<file path="config.mk">
export PLATFORM = sky130hd
export DESIGN_NAME = frac_clk_div
export DESIGN_NICKNAME = d
export VERILOG_FILES = /design/src/rtl/fcd_pkg.sv /design/src/rtl/fcd_period_cnt.sv /design/src/rtl/fcd_phase_acc.sv /design/src/rtl/frac_clk_div.sv
export SDC_FILE = /design/constraint.sdc
export NUM_CORES = 1
export LEC_CHECK = 0
export CAP_MARGIN = 15
export CORE_MARGIN = 2
export CORE_UTILIZATION = 45
export CTS_CLUSTER_DIAMETER = 200
export DETAILED_ROUTE_END_ITERATION = 10
export MAX_ROUTING_LAYER = met4
export PLACE_DENSITY = 0.65
export SLEW_MARGIN = 40
export SYNTH_ARGS = -nofsm -noshare
export SYNTH_HDL_FRONTEND = slang
export SYNTH_HIERARCHICAL = 1
export SYNTH_SLANG_ARGS = --single-unit
export TNS_END_PERCENT = 20
</file>
<file path="constraint.sdc">
create_clock -name clk_i -period 3.49 [get_ports clk_i]
set_clock_uncertainty 0.2 [all_clocks]
set_input_delay 0.349 -clock clk_i [delete_from_list [all_inputs] [get_ports clk_i]]
set_output_delay 0.349 -clock clk_i [all_outputs]
set_load 0.02 [all_outputs]
</file>
<file path="src/rtl/fcd_pkg.sv">
package fcd_pkg;
  localparam int unsigned MIN_DIV = 2;
endpackage

</file>
<file path="src/rtl/fcd_period_cnt.sv">
module fcd_period_cnt #(
  parameter int unsigned N_W = 8
) (
  input  logic           clk_i,
  input  logic           rst_ni,
  input  logic [N_W-1:0] n_i,
  input  logic           carry_i,
  output logic           start_o,
  output logic           wrap_o,
  output logic           clk_o
);
  localparam int unsigned CW = N_W + 1;

  logic [CW-1:0] cnt_q, mod_q, n_eff, half;

  assign n_eff   = ({1'b0, n_i} < CW'(fcd_pkg::MIN_DIV)) ? CW'(fcd_pkg::MIN_DIV) : {1'b0, n_i};
  assign half    = mod_q >> 1;
  assign start_o = (cnt_q == '0);
  assign wrap_o  = !start_o && (cnt_q == mod_q - CW'(1));
  // first cycle is always high; mod_q is refreshed at the end of it
  assign clk_o   = start_o || (cnt_q < half);

  always_ff @(posedge clk_i or negedge rst_ni) begin
    if (!rst_ni) begin
      cnt_q <= '0;
      mod_q <= CW'(fcd_pkg::MIN_DIV);
    end else begin
      if (start_o) mod_q <= n_eff + CW'(carry_i);
      cnt_q <= wrap_o ? '0 : cnt_q + CW'(1);
    end
  end
endmodule

</file>
<file path="src/rtl/fcd_phase_acc.sv">
module fcd_phase_acc #(
  parameter int unsigned FRAC_W = 16
) (
  input  logic              clk_i,
  input  logic              rst_ni,
  input  logic [FRAC_W-1:0] f_i,
  input  logic              start_i,
  input  logic              wrap_i,
  output logic [FRAC_W-1:0] acc_o,
  output logic              carry_o
);
  logic [FRAC_W-1:0] f_q, acc_q;
  logic              carry_q;
  logic [FRAC_W:0]   sum;

  assign sum     = {1'b0, acc_q} + {1'b0, f_q};
  assign acc_o   = acc_q;
  assign carry_o = carry_q;

  always_ff @(posedge clk_i or negedge rst_ni) begin
    if (!rst_ni) begin
      f_q     <= '0;
      acc_q   <= '0;
      carry_q <= 1'b0;
    end else begin
      if (start_i) f_q <= f_i;
      if (wrap_i) begin
        acc_q   <= sum[FRAC_W-1:0];
        carry_q <= sum[FRAC_W];
      end
    end
  end
endmodule

</file>
<file path="src/rtl/frac_clk_div.sv">
module frac_clk_div #(
  parameter int unsigned N_W    = 8,
  parameter int unsigned FRAC_W = 16
) (
  input  logic              clk_i,
  input  logic              rst_ni,
  input  logic [N_W-1:0]    div_int_i,
  input  logic [FRAC_W-1:0] div_frac_i,
  output logic              clk_o,
  output logic [FRAC_W-1:0] acc_o,
  output logic              carry_o
);
  logic period_start, period_wrap;

  fcd_period_cnt #(.N_W(N_W)) u_cnt (
    .clk_i   (clk_i),
    .rst_ni  (rst_ni),
    .n_i     (div_int_i),
    .carry_i (carry_o),
    .start_o (period_start),
    .wrap_o  (period_wrap),
    .clk_o   (clk_o)
  );

  fcd_phase_acc #(.FRAC_W(FRAC_W)) u_acc (
    .clk_i   (clk_i),
    .rst_ni  (rst_ni),
    .f_i     (div_frac_i),
    .start_i (period_start),
    .wrap_i  (period_wrap),
    .acc_o   (acc_o),
    .carry_o (carry_o)
  );
endmodule

</file>
==> out/qor.yml, run 1 <==
crit_fanout: 12
placedCellCount: 476
wl_per_cell_um: 14.6
netlist_area_mm2: 0.00338
core_mm2: 0.00725
die-width_um: 90.7
finalWorstSetupSlack_ns: 0.292
synth_edf_count: 0
synth-main-ff-cell: "dfrtp_1"
combPwrFrac: 0.584
start_util: 0.466
remaining_drc_errors: 0
yosys.area.top_type: "dfrtp_1"
clockBufferDepth: 2
grt_antenna_before_repair: 0
drv_slew: 0
required_ns: 3.48
setup_viol_count_final: 0
path_clk_slew_ns: 0.09
fin_crit_sh: 0.916
seqPwrFrac: 0.314
worst_setup_path_start_kind: "register"
min_from: "u_acc/f_q[8]"
hold_end: "u_acc/f_q[8]"
track_usage: 0.182
worstSetupPathType: "register to register"
ys_seq_elements: 51
p_switching_mw: 1.60
tritoncts: "built"
max_freq_mhz: 313
vias: 2618
syn_inst: 340
grt_pass1_wl_um: 12000
max_slew_margin: 0.503
vias_per_cell: 5.40
yosysSeqAreaShare: 0.378
grt_max_degree: 28
r2r-end: "u_acc/acc_o[6]"
hp-class: "register to register"
area_growth_pct: 19.6
rr_worst_depth: 9
status: "completed"
rows: 31
root_buffer: "clkbuf_8"
synth_cell_type_count: 50
grt_overflow: 0
rsz0062_at_grt: "no"
critPathArrivalTime_ns: 3.19
htree_levels: 2
place_congestion: 0.889
finalPower_mw: 3.68
clock-sinks: 51
synth_warnings: 6
yosysTopAreaCellShare: 0.370
syn_area_per_cell_um2: 9.95
async_flop_share: 1.00
critPathCaptureType: "register"
min_path_cells: 1
synthesis.nets: 395
vdd_ir_drop_max_mv: 0.451
clock_power_share: 0.102
dp_hpwl_um: 5440
io_pins: 44
period_minus_slack_ns: 3.20
numCtsBuffers: 5
stdcell_area_mm2: 0.00405
cap_viol_max_count: 0
p_per_area_mw_per_mm2: 909
reg2reg_from: "u_cnt/mod_q[0]"
io_buffers: 43
grt_pass1_vias: 2566
die_h_um: 90.7
nets: 440
die_area_mm2: 0.00822
synth_area_leaders: "dfrtp_1 (37%), ha_1 (10%), mux2_2 (9.0%)"
drtIter0Drc: 103
p_leak_nw: 1.82
p_int_mw: 2.07
wirelength_um: 7070
diodes: 0
fin_setup_tns_ns: 0
ant_nets: 0
postCtsSetupRepairBufs: 0
preCtsSetupSlack_ns: 0.299
final_cells: 485
placed_area_mm2: 0.00394
drt-pass1-iter-count: 4
tightestPinTransition_ns: 0.744
reg2reg_slack_ns: 0.29
clk-insertion-delay-late_ns: 0.30
sw_frac_of_total: 0.437
hold_viol: 0
drive_gt1_frac: 0.135
[layout make-up]
class | instances | area, um2
clock buffers | 8 | 100
fillers | 692 | 3210
inverters | 15 | 56.3
multi-input cells | 261 | 2000
flip-flops and latches | 51 | 1280
well taps | 99 | 124
repair buffers | 51 | 488
[sequential cells by signal, indices dropped and copies added, names as in the netlist]
register and count:
u_acc/acc_o 16, u_acc/f_q 16, u_cnt/cnt_q 9, u_cnt/mod_q 9, u_acc/carry_o 1
[worst max-delay path: stages, from the launching register on]
cell     delay, ns
dfrtp_1       0.41
inv_1         0.13
ha_1          0.28
or3b_1        0.40
o31ai_1       0.22
a21oi_1       0.13
nor4_4        0.25
and2_1        0.45
buf_4         0.27
mux2_2        0.34
[timing repair]
action,in CTS,in global routing
gates resized for setup,0,0
hold buffers,1,0
hold endpoints to repair,24,0
[power groups by stage]
| stage | Clock (mW) | Sequential, mW | Combinational [mW] |
|---|---|---|---|
| after global routing | 0.409 | 1.21 | 2.40 |
| after CTS | 0.388 | 1.16 | 2.16 |
| after global placement | 0 | 1.17 | 2.11 |
| after floorplan | 0 | 1.15 | 1.54 |
| final | 0.376 | 1.15 | 2.15 |
| after detailed placement | 0 | 1.17 | 2.15 |
[per-stage QoR]
| step | hold slack [ns] | utilization |
|---|---|---|
| after floorplan | -0.147 | - |
| after detailed placement | 0.172 | 0.543 |
| final | 0.321 | 0.558 |
| after CTS | 0.328 | 0.558 |
| after global routing | 0.350 | 0.558 |
| after global placement | 0.166 | 0.543 |
[logic make-up (layout without fill, tap and decap cells)]
logic type	Yosys count	count (layout)	synth area share
adder cells (fa/ha/maj)	29	29	0.110
buffers and inverters	28	74	0.0311
AND/OR/NAND/NOR	93	93	0.150
XOR/XNOR	32	32	0.0829
AO/OA/AOI/OAI	79	79	0.156
flip-flops	51	51	0.378
multiplexers	28	28	0.0929
[metal layers]
layer | track usage | wire (um) | part of all wire | up-vias
met4 | 0.0359 | 38 | 0.0054 | 0
met1 | 0.232 | 3290 | 0.47 | 1262
li1 | - | - | - | 1320
met2 | 0.307 | 3580 | 0.51 | 32
met3 | 0.0301 | 163 | 0.023 | 4
met5 | - | 0 | 0 | -
[placed cells by master, fill, tap and decap left out, types with 2 or more instances in the layout]
| master | Yosys | final |
|---|---|---|
| a311oi_1 | 2 | 2 |
| nor4b_1 | 2 | 2 |
| or3_1 | 4 | 4 |
| clkbuf_8 | 0 | 7 |
| o311ai_0 | 2 | 2 |
| o31ai_1 | 3 | 3 |
| xnor2_1 | 16 | 16 |
| xor2_1 | 16 | 16 |
| a211oi_1 | 2 | 2 |
| nor4_1 | 2 | 2 |
| nand3b_1 | 3 | 3 |
| a21oi_1 | 26 | 26 |
| nand3_1 | 12 | 12 |
| and3_1 | 5 | 5 |
| nor2b_1 | 6 | 6 |
| and2_1 | 4 | 4 |
| inv_1 | 15 | 15 |
| nand2_1 | 24 | 24 |
| a21o_1 | 8 | 8 |
| nor2_1 | 15 | 15 |
| mux2_2 | 27 | 27 |
| clkdlybuf4s50_1 | 0 | 42 |
| a221o_1 | 2 | 2 |
| buf_4 | 0 | 7 |
| nand4_1 | 4 | 4 |
| a31o_2 | 4 | 4 |
| dfrtp_1 | 50 | 50 |
| a31oi_1 | 3 | 3 |
| nand2b_1 | 4 | 4 |
| nor3_1 | 3 | 3 |
| o211ai_1 | 2 | 2 |
| ha_1 | 28 | 28 |
| o21ai_0 | 15 | 15 |
[synthesized netlist by cell type (all sizes together) (2+ instances only)]
| master | number |
|---|---|
| dfrtp | 50 |
| ha | 28 |
| a21oi | 27 |
| mux2 | 27 |
| nand2 | 24 |
| o21ai | 16 |
| xnor2 | 16 |
| xor2 | 16 |
| inv | 15 |
| nor2 | 15 |
| clkbuf | 12 |
| nand3 | 12 |
| a21o | 8 |
| nor2b | 6 |
| a31o | 5 |
| and3 | 5 |
| and2 | 4 |
| nand2b | 4 |
| nand4 | 4 |
| nor3 | 4 |
| or3 | 4 |
| a31oi | 3 |
| nand3b | 3 |
| nor4 | 3 |
| o31ai | 3 |
| a211oi | 2 |
| a221o | 2 |
| a311oi | 2 |
| a41oi | 2 |
| nor4b | 2 |
| o211ai | 2 |
| o311ai | 2 |
[worst max path at each step]
stage | end | cells past startpoint | slack [ns] | from
floorplan | u_acc/acc_o[0] | 10 | 0.29 | u_cnt/mod_q[0]
detailed placement | u_acc/acc_o[7] | 9 | 0.30 | u_cnt/mod_q[0]
CTS | u_acc/acc_o[6] | 9 | 0.28 | u_cnt/mod_q[0]
global placement | u_acc/acc_o[14] | 9 | 0.41 | u_cnt/mod_q[0]
global route | u_acc/acc_o[6] | 9 | 0.02 | u_cnt/mod_q[0]
finish | u_acc/acc_o[6] | 9 | 0.29 | u_cnt/mod_q[0]
No activity file was read; power rests on OpenSTA's default activity.
==> run 2, diff against run 1 <==
- HOLD_SLACK_MARGIN: unset -> 0.05
==> results of run 2 <==
The final DEF is identical to that of run 1; final timing and power are the same.
